**src/rtl/irq_pkg.sv**
```systemverilog
package irq_pkg;
  typedef enum logic {
    POL_SERIAL = 1'b0,
    POL_PREEMPT = 1'b1
  } irq_policy_e;
endpackage

```
**src/rtl/irq_prio_enc.sv**
```systemverilog
module irq_prio_enc #(
  parameter int N_LINES = 8,
  localparam int IDX_W = (N_LINES > 1) ? $clog2(N_LINES) : 1
) (
  input  logic [N_LINES-1:0] vec_i,
  output logic               any_o,
  output logic [IDX_W-1:0]   idx_o
);
  // ascending scan: the last hit is the highest index
  always_comb begin
    any_o = 1'b0;
    idx_o = '0;
    for (int i = 0; i < N_LINES; i++) begin
      if (vec_i[i]) begin
        any_o = 1'b1;
        idx_o = IDX_W'(i);
      end
    end
  end
endmodule

```
**src/rtl/irq_edge_pend.sv**
```systemverilog
module irq_edge_pend #(
  parameter int N_LINES = 8
) (
  input  logic               clk_i,
  input  logic               rst_ni,
  input  logic [N_LINES-1:0] req_i,
  input  logic [N_LINES-1:0] clr_i,
  output logic [N_LINES-1:0] pend_o
);
  logic [N_LINES-1:0] req_q;
  logic [N_LINES-1:0] pend_q;
  logic [N_LINES-1:0] rise;

  assign rise = req_i & ~req_q;

  always_ff @(posedge clk_i or negedge rst_ni) begin
    if (!rst_ni) begin
      req_q  <= '0;
      pend_q <= '0;
    end else begin
      req_q  <= req_i;
      // a fresh edge wins over a clear in the same cycle
      pend_q <= (pend_q & ~clr_i) | rise;
    end
  end

  assign pend_o = pend_q;
endmodule

```
**src/rtl/irq_insvc.sv**
```systemverilog
module irq_insvc #(
  parameter int N_LINES = 8,
  localparam int IDX_W = (N_LINES > 1) ? $clog2(N_LINES) : 1
) (
  input  logic               clk_i,
  input  logic               rst_ni,
  input  logic               set_i,
  input  logic [IDX_W-1:0]   set_idx_i,
  input  logic               pop_i,
  output logic [N_LINES-1:0] isr_o,
  output logic               busy_o,
  output logic [IDX_W-1:0]   lvl_o
);
  logic [N_LINES-1:0] isr_q;
  logic [N_LINES-1:0] isr_d;

  irq_prio_enc #(.N_LINES(N_LINES)) u_lvl_enc (
    .vec_i (isr_q),
    .any_o (busy_o),
    .idx_o (lvl_o)
  );

  // pop the current level first, then push the granted one
  always_comb begin
    isr_d = isr_q;
    if (pop_i && busy_o) isr_d[lvl_o] = 1'b0;
    if (set_i) isr_d[set_idx_i] = 1'b1;
  end

  always_ff @(posedge clk_i or negedge rst_ni) begin
    if (!rst_ni) isr_q <= '0;
    else         isr_q <= isr_d;
  end

  assign isr_o = isr_q;
endmodule

```
**src/rtl/prio_irq_ctrl.sv**
```systemverilog
module prio_irq_ctrl #(
  parameter int N_LINES = 8,
  localparam int IDX_W = (N_LINES > 1) ? $clog2(N_LINES) : 1
) (
  input  logic               clk_i,
  input  logic               rst_ni,
  input  logic [N_LINES-1:0] req_i,
  input  logic [N_LINES-1:0] mask_i,
  input  logic               nest_en_i,
  input  logic               ack_i,
  input  logic               eos_i,
  output logic               irq_o,
  output logic [IDX_W-1:0]   vec_o
);
  import irq_pkg::*;

  irq_policy_e        policy;
  logic [N_LINES-1:0] pend;
  logic [N_LINES-1:0] isr;
  logic [N_LINES-1:0] clr;
  logic [N_LINES-1:0] above;
  logic [N_LINES-1:0] elig;
  logic               busy;
  logic [IDX_W-1:0]   lvl;
  logic               grant;

  assign policy = irq_policy_e'(nest_en_i);

  irq_edge_pend #(.N_LINES(N_LINES)) u_pend (
    .clk_i  (clk_i),
    .rst_ni (rst_ni),
    .req_i  (req_i),
    .clr_i  (clr),
    .pend_o (pend)
  );

  irq_insvc #(.N_LINES(N_LINES)) u_svc (
    .clk_i     (clk_i),
    .rst_ni    (rst_ni),
    .set_i     (grant),
    .set_idx_i (vec_o),
    .pop_i     (eos_i),
    .isr_o     (isr),
    .busy_o    (busy),
    .lvl_o     (lvl)
  );

  // per-line eligibility against the service level and policy
  for (genvar g = 0; g < N_LINES; g++) begin : g_line
    assign above[g] = !busy || ((policy == POL_PREEMPT) && (IDX_W'(g) > lvl));
    assign clr[g]   = grant && (vec_o == IDX_W'(g));
  end

  assign elig = pend & ~mask_i & above;

  irq_prio_enc #(.N_LINES(N_LINES)) u_req_enc (
    .vec_i (elig),
    .any_o (irq_o),
    .idx_o (vec_o)
  );

  assign grant = ack_i && irq_o;
endmodule

```
**config.mk**
```make
export PLATFORM = sky130hd
export DESIGN_NAME = prio_irq_ctrl
export DESIGN_NICKNAME = d
export VERILOG_FILES = /design/src/rtl/irq_pkg.sv /design/src/rtl/irq_prio_enc.sv /design/src/rtl/irq_edge_pend.sv /design/src/rtl/irq_insvc.sv /design/src/rtl/prio_irq_ctrl.sv
export SDC_FILE = /design/constraint.sdc
export NUM_CORES = 1
export LEC_CHECK = 0
export ABC_AREA = 1
export BUFFER_PORTS_ARGS = -buffer_cell sky130_fd_sc_hd__buf_4
export CAP_MARGIN = 20
export CORE_MARGIN = 4
export CORE_UTILIZATION = 31
export DETAILED_ROUTE_END_ITERATION = 12
export PLACE_DENSITY_LB_ADDON = 0.3
export SYNTH_ARGS = -nofsm -noshare
export SYNTH_HDL_FRONTEND = slang
export SYNTH_SLANG_ARGS = --single-unit
```
**constraint.sdc**
```tcl
create_clock -name clk_i -period 1.5 [get_ports clk_i]
set_input_delay 0 -clock clk_i [delete_from_list [all_inputs] [get_ports clk_i]]
set_output_delay 0 -clock clk_i [all_outputs]
set_load 0.02 [all_outputs]
```
-- After elaboration in Yosys (flattened, before gate mapping)
Cells that the tools add are included.
W data, S select, Z words.
- bitwise gates (word level): 11
- magnitude comparators: 12
- reductions and logical operators: 30
- multiplexer cells: 36
- equal/unequal tests: 7
- operator list (cell ; number):
    $and A8 B8 Y8 ; 5
    $not A8 Y8 ; 4
    $mux W3 ; 10
    $logic_and A1 B1 Y1 ; 20
    $mux W1 ; 20
    $mux W8 ; 2
    $or A8 B8 Y8 ; 2
    $eq A3 B3 Y1 const B ; 4
    $gt A3 B3 Y1 const A ; 4
    $logic_or A1 B1 Y1 ; 8
    $lt A3 B4 Y1 const B ; 2
    $demux W1 S3 ; 2
    $eq A3 B2 Y1 const B ; 2
    $ge A3 B1 Y1 const B ; 2
    $gt A1 B3 Y1 const A ; 2
    $gt A2 B3 Y1 const A ; 2
    $mux W2 ; 2
    $eq A3 B1 Y1 const B ; 1
    $logic_not A3 Y1 ; 1
    $logic_not A1 Y1 ; 1
- output and inout bits: 4
- word-level logic and storage cells: 99
- bits in registers: 24

-- Depth between registers and ports, before layout
- word-level depth: 24
- gate-level depth with buffers: 16
- gate-level depth less buffers: 16

-- By module
From an unflattened synthesis, not the netlist that was laid out.
- cells, all modules: 208
- area total of the unflattened synthesis: 1353.8 sq um
- by module, submodules not included (module ; area an instance (sq um) ; times used ; sequential area each (sq um) ; cells an instance):
    irq_edge_pend ; 550.5 ; 1 ; 400.4 ; 56
    irq_insvc ; 416.6 ; 1 ; 200.2 ; 58
    prio_irq_ctrl ; 231.5 ; 1 ; 0.0 ; 54
    irq_prio_enc ; 77.6 ; 2 ; 0.0 ; 20

-- Least setup slack after synthesis
OpenSTA, ideal clock, no wires.
- path type: register -> register
- start point: register u_svc.isr_q[3] (netlist: u_svc.isr_o[3])
- end point: register u_pend.pend_q[1] (netlist: u_pend.pend_o[1])
- slack: -0.157 ns
- stages on the path, launching flop included: 13
- arrival: 1.540 ns
- data required time: 1.384 ns
- library setup time: 0.116 ns
- path buffers: 0
- cells stage by stage: dfrtp_1 > nor2_4 > nand2_2 > nand2_2 > nand2_1 > nor3_2 > nand2_1 > nand2_1 > nand2_2 > a21oi_4 > nand2_1 > nand2_1 > nand2_1
- elaborated cells on any way between the ends: 57
- those cells by class: order compare: 8; eq/ne: 1; mux: 25; bitwise: 4; reduce/logical: 19
- RTL lines (element ; line ; RTL):
    start: declaration ; irq_insvc.sv:14 ; logic [N_LINES-1:0] isr_q;
    start signal: assignment ; irq_insvc.sv:32 ; else isr_q <= isr_d;
    $mux W3 (5 in series) ; irq_prio_enc.sv:14 ; if (vec_i[i]) begin
    $gt A1 B3 Y1 ; prio_irq_ctrl.sv:50 ; assign above[g] = !busy || ((policy == POL_PREEMPT) && (IDX_W'(g) > lvl));
    $logic_and A1 B1 Y1 ; prio_irq_ctrl.sv:50 ;
    $logic_or A1 B1 Y1 ; prio_irq_ctrl.sv:50 ;
    $and A8 B8 Y8 * ; prio_irq_ctrl.sv:54 ; assign elig = pend & ~mask_i & above;
    $mux W1 ; irq_prio_enc.sv:14 ;
    $mux W2 (2 in series) ; irq_prio_enc.sv:14 ;
    $mux W3 (3 in series) ; irq_prio_enc.sv:14 ;
    $mux W3 * ; irq_prio_enc.sv:14 ;
    net vec_o[0] ; prio_irq_ctrl.sv:13 ; output logic [IDX_W-1:0] vec_o
    $eq A3 B1 Y1 * ; prio_irq_ctrl.sv:51 ; assign clr[g] = grant && (vec_o == IDX_W'(g));
    $logic_and A1 B1 Y1 * ; prio_irq_ctrl.sv:51 ;
    $not A8 Y8 * ; irq_edge_pend.sv:23 ; pend_q <= (pend_q & ~clr_i) | rise;
    $and A8 B8 Y8 * ; irq_edge_pend.sv:23 ;
    $or A8 B8 Y8 * ; irq_edge_pend.sv:23 ;
    end signal: assignment ; irq_edge_pend.sv:23 ;
    end: declaration ; irq_edge_pend.sv:11 ; logic [N_LINES-1:0] pend_q;
Mark *: on every way through the listed nets, which the timed path passes. The rest lies on a longest branch.

-- Worst setup path after layout
- start point: register u_svc.isr_q[3] (netlist: u_svc.isr_o[3])
- end point: output port vec_o[0]
- word-level cells in the longest chain between the ends: 16
- elaborated cells on any way between the ends: 40
- those cells by class: order compare: 7; mux: 17; bitwise: 1; reduce/logical: 15
- RTL lines (element ; line):
    $mux W3 (5 in series) ; irq_prio_enc.sv:14
    $gt A1 B3 Y1 ; prio_irq_ctrl.sv:50
    $logic_and A1 B1 Y1 ; prio_irq_ctrl.sv:50
    $logic_or A1 B1 Y1 ; prio_irq_ctrl.sv:50
    $and A8 B8 Y8 * ; prio_irq_ctrl.sv:54
    $mux W1 ; irq_prio_enc.sv:14
    $mux W2 (2 in series) ; irq_prio_enc.sv:14
    $mux W3 (3 in series) ; irq_prio_enc.sv:14
    $mux W3 * ; irq_prio_enc.sv:14
    end: declaration ; prio_irq_ctrl.sv:13
Mark *: on every way between the ends. The rest lies on a longest branch, timed or not.

==> reports/summary.txt <==
FFs w/ async S/R, synth: 100.0%
Top cells by count, synth: 61 x nand2_1, 35 x inv_1, 24 x dfrtp_1, 9 x o21ai_0, 8 x nor2_1
Relative slew slack: 79.11%
Element type at the critical path start: register
Global-route total usage across every layer: 13.64%
Worst skew pair latency: 270 ps
Final HPWL DP: 2.276 mm
Setup violators final: 16
Placement row count: 23
Via count: 1219
Number of synthesized flops with an enable pin: 0
Critical path fanouts, max: 4
Fmax: 544.4 MHz
Pins Over Slew Limit: 0
Worst-margin pin slew: 313.3 ps
Register Area: 600.6 um^2
Multi-input logic area: 678.2 um^2
Hold crit path type: primary input to register
Clock network fraction of design power: 10.2%
Mean post-synth cell area: 7.537 um^2
Post-Syn Nets: 190
Max_cap viols: 0
Ports: 25
Pre-CTS WS: -217.9 ps
Sequential power share: 22.2%
Buffers added on ports: 24
Largest net degree at the start of global routing: 25
Drt wl/cell: 11.57 um
Gpl congestion: 0.8345
Crit Path Category: register to output port
Vias per cell: 4.323
CTS Buffer Depth: 2
Drt pass-1 iters: 5
Seq/Total Area, Yosys: 47.15%
Clock slew at reported path FFs: 80 ps
Library cells used by synthesis: 21
Area leader, netlist: dfrtp_1
Final worst setup slack: -336.9 ps
Comb pwr share: 67.6%
Initial DRC count: 28
Share of cells above drive strength 1: 44.40%
R2R Setup Slk: -310 ps
Synthesis Warnings: 0
Count leader, synth: nand2_1
CTS tree: built
Core area: 0.004000 mm^2
Placed Instances: 259
Width of the die: 72.10 um
Die area: 0.005198 mm^2
Area Growth Syn to Fin: 59.92%
RSZ-0062 raised after global routing: yes
Fin cells: 282
P_int: 2.457 mW
Synthesized flop and latch total: 24
Synth Instances: 169
Vias in the first global route: 1260
Leakage: 1.109 nW
# fillers: 383
Worst Path Arrival: 1840 ps
Violated checks: setup timing
Pwr Total: 4.392 mW
Outcome: complete, but fails checks
Root buffer cell: clkbuf_8
Hold slack: 70.35 ps
# diodes: 0
Most common flop cell mapped by yosys: dfrtp_1
Crit path required time: 1500 ps
Nets: 254
DIE HEIGHT: 72.10 um
Htree depth: 1
First-pass GRT wire length: 5.526 mm
Drt drc: 0
NetSw: 1.935 mW
Hold violation total from the final report: 0
Congestion Overflow GR: 0
Starting Density: 31.84%
Max IR drop VDD: 1.212 mV
Sw frac: 44.05%
Final wirelength: 3.262 mm
Antenna violations before repair: 0
TritonCTS buffer count: 3
Mapped cell area: 0.001274 mm^2
Min Tclk post-route: 1837 ps
PwrDens: 2156 mW/mm^2
Routed Antenna Nets: 0
Yosys top cell area share: 47.15%
Period utilization: 122.5%
Sink Count: 24
Crit. End Element: output port
Area contributors post-synth: dfrtp_1 47%, nand2_1 18%, inv_1 10%, o21ai_0 3.5%, nor2_4 2.7%
Skew final: 1.302 ps
==> power groups by stage <==
stage | Combinational (mW) | Clock (mW) | Sequential (mW)
2_1_floorplan | 1.26 | 0 | 0.964
3_3_place_gp | 2.07 | 0 | 0.970
3_5_place_dp | 2.07 | 0 | 0.976
4_1_cts | 2.66 | 0.462 | 0.965
5_1_grt | 3.26 | 0.483 | 0.996
6_report | 2.97 | 0.447 | 0.975
==> flip-flops by register name (all words and copies together), names as in the netlist <==
name / count
u_pend.pend_o: 8
u_pend.req_q: 8
u_svc.isr_o: 8
==> what timing repair did <==
action                                  CTS  global route
endpoints found under the setup margin   16            18
hold buffers                              9             0
buffers inserted                          7             3
pin swaps                                17            13
gates resized for setup                  32            20
hold endpoints to repair                 40             0
gates cloned                              0             0
==> cells by family after synthesis <==
logic type / synth area share [%]
AND/OR/NAND/NOR: 34.09
flip-flops: 47.15
AO/OA/AOI/OAI: 7.662
buffers and inverters: 11.10
==> area by class of cell <==
type	instances	share of cell area (%)
clock buffer	4	2.703
inverter	37	6.941
multi-input combinational	108	33.29
sequential	24	29.48
tap	50	3.071
timing repair buffer	59	24.51
==> final timing paths <==
kind	cells past startpoint	from	endpoint
worst max-delay path	11	u_svc.isr_o[3]	vec_o[0]
worst min-delay path	4	eos_i	u_svc.isr_o[2]
worst max register to register	15	u_svc.isr_o[3]	u_pend.pend_o[0]
worst min register to register	1	u_pend.req_q[6]	u_pend.pend_o[6]
max in group asynchronous	2	rst_ni	u_pend.req_q[5]
min in group asynchronous	2	rst_ni	u_pend.req_q[0]
==> per-layer routing <==
layer,up-vias,track usage [%],wire (um)
li1,630,-,-
met1,560,18.35,1463
met2,24,21.44,1628
met3,5,2.216,108
met4,0,6.263,61
met5,-,0,0
==> critical path: stages (launching register included) <==
cell     delay, ps
dfrtp_1        420
nor2_4         160
nand2_4         90
nand2_4         90
nand2_2         60
nor3_4         140
nand2_4         80
nand2_2         90
nand2_4         60
a21oi_4        140
buf_6          110
buf_6          100
==> cell usage in the layout, fill, tap and decap left out <==
cell type,Yosys,routed
nand2_1,61,43
buf_4,0,41
inv_1,35,30
dfrtp_1,24,24
nand2_2,3,13
nand2_4,1,9
dlygate4sd3_1,0,9
buf_6,0,9
o21ai_0,9,8
nor2_4,3,6
nor2_1,8,6
inv_2,1,6
nand3_2,1,4
clkbuf_8,0,4
nor2_2,4,3
nand4_1,3,3
o21ai_4,1,2
a21oi_1,3,2
nand3_1,5,2
a21oi_2,0,1
inv_4,1,1
nor3_4,0,1
a21oi_4,1,1
o21ai_1,1,1
nor3b_2,0,1
nor3_2,2,1
nor3_1,1,1
==> stage by stage <==
stage	area (um^2)	TNS, ps	utilization, %
floorplan	1284	-697.2	-
global placement	1647	-1878	41.16
global route	2037	-5854	50.92
CTS	1951	-4051	48.76
detailed placement	1647	-1884	41.16
finish	2037	-4211	50.92
(Power assumes the default switching activity.)
